[src/rtl/boot_decode.sv]
module boot_decode #(
  parameter int          AW       = 16,
  parameter int          DW       = 8,
  parameter logic [7:0]  ROM_SEED = 8'h3C
) (
  input  logic          clk,
  input  logic          rst_n,
  input  logic          boot_sel,
  input  logic [AW-1:0] addr,
  input  logic          rw,
  input  logic          phi2,
  input  logic [DW-1:0] ext_data,
  output logic          prog_mode,
  output logic          ram_sel,
  output logic          io_sel,
  output logic          uart_sel,
  output logic          rom_sel,
  output logic [DW-1:0] rd_data,
  output logic          flash_ce_n,
  output logic          flash_oe_n,
  output logic          flash_we_n,
  output logic [AW-2:0] flash_addr
);
  localparam int PW = 4;

  logic          armed;
  logic          prog_q;
  logic [PW-1:0] page;
  logic          top_pg, io_pg, hi_half, wr_shadow;
  logic [DW-1:0] rom_q;

  always_ff @(posedge clk or negedge rst_n) begin
    if (!rst_n) begin
      armed  <= 1'b1;
      prog_q <= 1'b0;
    end else if (armed) begin
      armed  <= 1'b0;
      prog_q <= ~boot_sel;
    end
  end

  assign prog_mode = prog_q;
  assign page      = addr[AW-1 -: PW];
  assign top_pg    = page == 4'hF;
  assign io_pg     = page == 4'hE;
  assign hi_half   = addr[AW-1];
  assign wr_shadow = prog_q && !rw && hi_half;

  assign ram_sel  = page < 4'hE;
  assign io_sel   = io_pg;
  assign uart_sel = io_pg && (prog_q ? (addr[11:8] >= 4'h4) : (addr[11:8] == 4'h4));
  assign rom_sel  = prog_q && rw && top_pg;

  always_comb rom_q = addr[7:0] ^ {addr[11:8], addr[11:8]} ^ ROM_SEED;

  assign rd_data    = rom_sel ? rom_q : ext_data;
  assign flash_addr = addr[AW-2:0];

  assign flash_ce_n = !(rst_n && (prog_q ? wr_shadow : (rw && top_pg)));
  assign flash_oe_n = !(rst_n && !prog_q);
  assign flash_we_n = !(rst_n && wr_shadow && phi2);
endmodule

[config.mk]
export PLATFORM = sky130hd
export DESIGN_NAME = boot_decode
export DESIGN_NICKNAME = d
export VERILOG_FILES = /design/src/rtl/boot_decode.sv
export SDC_FILE = /design/constraint.sdc
export NUM_CORES = 1
export LEC_CHECK = 0
export ABC_AREA = 1
export BUFFER_PORTS_ARGS = -buffer_cell sky130_fd_sc_hd__buf_2
export CAP_MARGIN = 10
export CORE_MARGIN = 3
export CORE_UTILIZATION = 37
export DETAILED_ROUTE_END_ITERATION = 10
export PLACE_DENSITY = 0.85
export SLEW_MARGIN = 30
export SYNTH_ARGS = -nofsm -noshare
export SYNTH_HDL_FRONTEND = slang
export SYNTH_SLANG_ARGS = --single-unit
[constraint.sdc]
create_clock -name clk -period 1.9 [get_ports clk]
set_input_delay 0.285 -clock clk [delete_from_list [all_inputs] [get_ports clk]]
set_output_delay 0.285 -clock clk [all_outputs]
set_load 0.005 [all_outputs]
# == Yosys cells after proc, flatten, opt, wreduce, memory -nomap -nowiden ==
# Cells that the tools add are included.
# word_totals
reg_bits,2
input_bits,29
output_inout_bits,31
elab_cells,28
# op_classes
magnitude_cmp,2
n_eq_ne,3
mux,3
n_bitwise,3
reduce_logical,15
# ops
operator,n
logical AND 1 bit,10
"equality test 4 bit, second input constant",2
two-way mux 8 bit,1
XOR 8 bit,1
logical NOT 1 bit,5
"equality test 4 x 3 -> 1 bit, second input constant",1
">= comparator 4 x 3 -> 1 bit, second input constant",1
"< comparator 4 bit, second input constant",1
inverter 4 bit,1
two-way mux 1 bit,2
inverter 1 bit,1

# == Longest topological paths before layout ==
# depth
word_depth,6
mapped_depth,5
ltp_nobuf,5

# == Worst setup path before layout ==
# Ideal clock, no wire load.
# synth_timing
path_type,register to output
start,"register prog_q, in the netlist prog_mode"
end,output rd_data[0]
t_arrival_ns,0.807
required_ns,1.615
slack_ns,0.808
stages_incl_launch_ff,6
n_path_buf,0
path_cell_list,dfrtp_1 nand2_2 inv_2 nand2_4 nand2_1 nand2_1
# synth_between
elab_chain_cells,3
# synth_lines
item,line,source
from (decl),27,logic prog_q;
from (signal assigned),38,prog_q <= ~boot_sel;
logical AND 1 bit (2 in a row),52,assign rom_sel = prog_q && rw && top_pg;
two-way mux 8 bit,56,assign rd_data = rom_sel ? rom_q : ext_data;
to (decl),18,"output logic [DW-1:0] rd_data,"
# No other way between the ends.

# == Worst setup path in the final report ==
# layout_timing
start,input rst_n
end,output flash_ce_n
# layout_between
elab_chain_cells,2
# layout_lines
item,line,source
from (decl),7,"input logic rst_n,"
logical AND 1 bit,59,assign flash_ce_n = !(rst_n && (prog_q ? wr_shadow : (rw && top_pg)));
logical NOT 1 bit,59,
to (decl),19,"output logic flash_ce_n,"
# No other way between the ends.

==> results.yml <==
timing:
  max_freq_ghz: 0.576
  setup_violations: 0
  hold_viol: 0
  tns_ps: 0
  slew_violations: 0
  setup_slack_ps: 165
  min_period_over_period: 0.913
  rsz0062_at_grt: "no"
  skew_ps: 0.866
  period_needed_ps: 1730
synthesis:
  syn_area_sq_um: 566
  ys_seq_area_frac: 0.0907
  synthesis.nets: 137
  syn_inst: 108
  synth_seq_cells: 2
  yosys_warnings: 0
  synthDistinctLibCells: 16
  avgSynthCellArea_sq_um: 5.24
setup_path:
  slowest_delay_ps: 520
  end_kind: "output port"
  required_ps: 1620
  critPathBufInv: 5
  cpLargestDelayFamily: "buffers and inverters"
  start_kind: "input pin"
  criticalPathCategory: "in2out"
  critical_path_peak_fanout: 5
  cpMaxStageDelayCell: "dlygate4sd3_1"
  cp.arrival_ps: 1450
  crit_chain: "dlygate4sd3_1, buf_2, inv_1, nor2_1, nand3_1, nand2_1, inv_1, buf_2"
clock_network:
  cts.repair.resized: 0
  clkTransAtPathRegs_ps: 40
  cts_tree: "yes"
  cts_buffers: 3
  insertion_delay_ps: 230
  root_buffer: "clkbuf_4"
  clk_path_buf_depth: 2
  clkSinkCount: 2
  htree_levels: 1
drt:
  wl_per_cell_microns: 9.23
  dr.first_iter.drc_count: 6
  first_pass_iters: 4
  viasPerCell: 4.48
  drc: 0
  drt_wl_total_mm: 1.59
  antenna_left: 0
  vias: 771
global_route:
  grt_pass1_wl_mm: 2.20
  track_usage: 0.145
  antenna_found_initial: 0
  overflow: 0
  grt_max_degree: 10
  grt_pass1_vias: 589
final_layout:
  drive_above_1_share: 0.452
  fin_area_sq_um: 803
  n_fill_cell: 156
  diodes: 0
  nNetsFinal: 187
  layout_commonest_cell: "buf_2"
  layoutNonFillerInstCount: 172
  area_growth_pct: 42.0
  final_cell_mix: "buf_2 (59), nand2_1 (43), inv_1 (19)"
die:
  start_util: 0.414
  dieArea_sq_um: 2030
  std_cell_rows: 13
  die_y_microns: 45.1
  io_pins: 60
  coreArea_sq_um: 1370
  die_x_microns: 45.1
pwr:
  ir_drop_mv: 0.457
  design_power_total_mw: 0.299
  leakagePower_nw: 0.594
  power.density_nw_per_um2: 372
placed_design:
  placed_cells: 167
  dp_hpwl_mm: 1.34
  port-buffer-count: 59
  place_area_sq_um: 767
  dp_slack_ps: 591
  gp_congestion: 0.657
job:
  drv_cap: 0
worst_hold_path:
  worstHoldPathType: "in2reg"
status:
  outcome: "completed"
-- worst register-to-register path, delay by kind of cell (launching register included) --
kind / cells / cell delay, ps
compound gates: 1 / 120
flops: 1 / 520
simple gates: 1 / 40
-- layout make-up --
class | instances | area, sq um | share of cell area
sequential | 2 | 51.3 | 0.0639
inverter | 21 | 78.8 | 0.0981
multi-input combinational | 70 | 323 | 0.402
timing repair buffer | 60 | 305 | 0.380
tap | 15 | 18.8 | 0.0234
clock buffer | 4 | 26.3 | 0.0327
-- routing by layer --
metal / share of wire / routed length (microns) / up-vias / global-route usage
li1: - / - / 401 / -
met1: 0.35 / 559 / 323 / 0.153
met2: 0.50 / 794 / 45 / 0.266
met3: 0.14 / 223 / 2 / 0.0438
met4: 0.0063 / 10 / 0 / 0.0526
met5: 0 / 0 / - / 0
-- repair_timing --
item	4_1_cts	5_1_grt
hold buffers	1	0
hold endpoints to repair	1	0
setup buffers	0	0
-- cells in the mapped netlist --
cell      count  share of area
nand2_1      43           0.29
inv_1        19           0.13
buf_4        15           0.20
nand3_1      10          0.088
nor2_1        6          0.040
a21oi_1       2          0.018
inv_2         2          0.013
nand2_2       2          0.022
nand2_4       2          0.040
conb_1        1         0.0066
dfrtp_1       1          0.044
dfstp_2       1          0.046
nand3b_1      1          0.013
nand4_1       1          0.011
nor2_2        1          0.011
nor2_8        1          0.035
-- stage by stage --
stage	hold slack, ps	utilization
2_1_floorplan	-10.6	-
3_3_place_gp	90.3	0.561
3_5_place_dp	93.5	0.561
4_1_cts	222	0.588
5_1_grt	239	0.588
6_report	229	0.588
-- power breakdown --
group | switching (mW) | leakage [nW] | total (mW) | internal, mW
registers | 0.00357 | 0.0216 | 0.0503 | 0.0467
logic | 0.0723 | 0.558 | 0.136 | 0.0641
clock network | 0.0334 | 0.0150 | 0.112 | 0.0787
total | 0.109 | 0.594 | 0.299 | 0.190
-- sequential cells by signal, indices dropped and copies added, names as in the netlist --
name and count:
armed 1, prog_mode 1
-- final timing paths --
| check | to | slack [ps] | depth (start not counted) | start |
|---|---|---|---|---|
| max | flash_ce_n | 170 | 8 | rst_n |
| min | prog_mode | 230 | 2 | boot_sel |
| max reg2reg | prog_mode | 1150 | 2 | armed |
| min reg2reg | prog_mode | 530 | 2 | armed |
| max in group asynchronous | armed | 1300 | 2 | rst_n |
| min in group asynchronous | prog_mode | 390 | 2 | rst_n |
-- cells by family after synthesis --
group,synth area share
AO/OA/AOI/OAI,0.0177
buffers and inverters,0.339
flip-flops,0.0907
other,0.00663
AND/OR/NAND/NOR,0.546
Note: power is estimated with default switching activity, not from simulation.
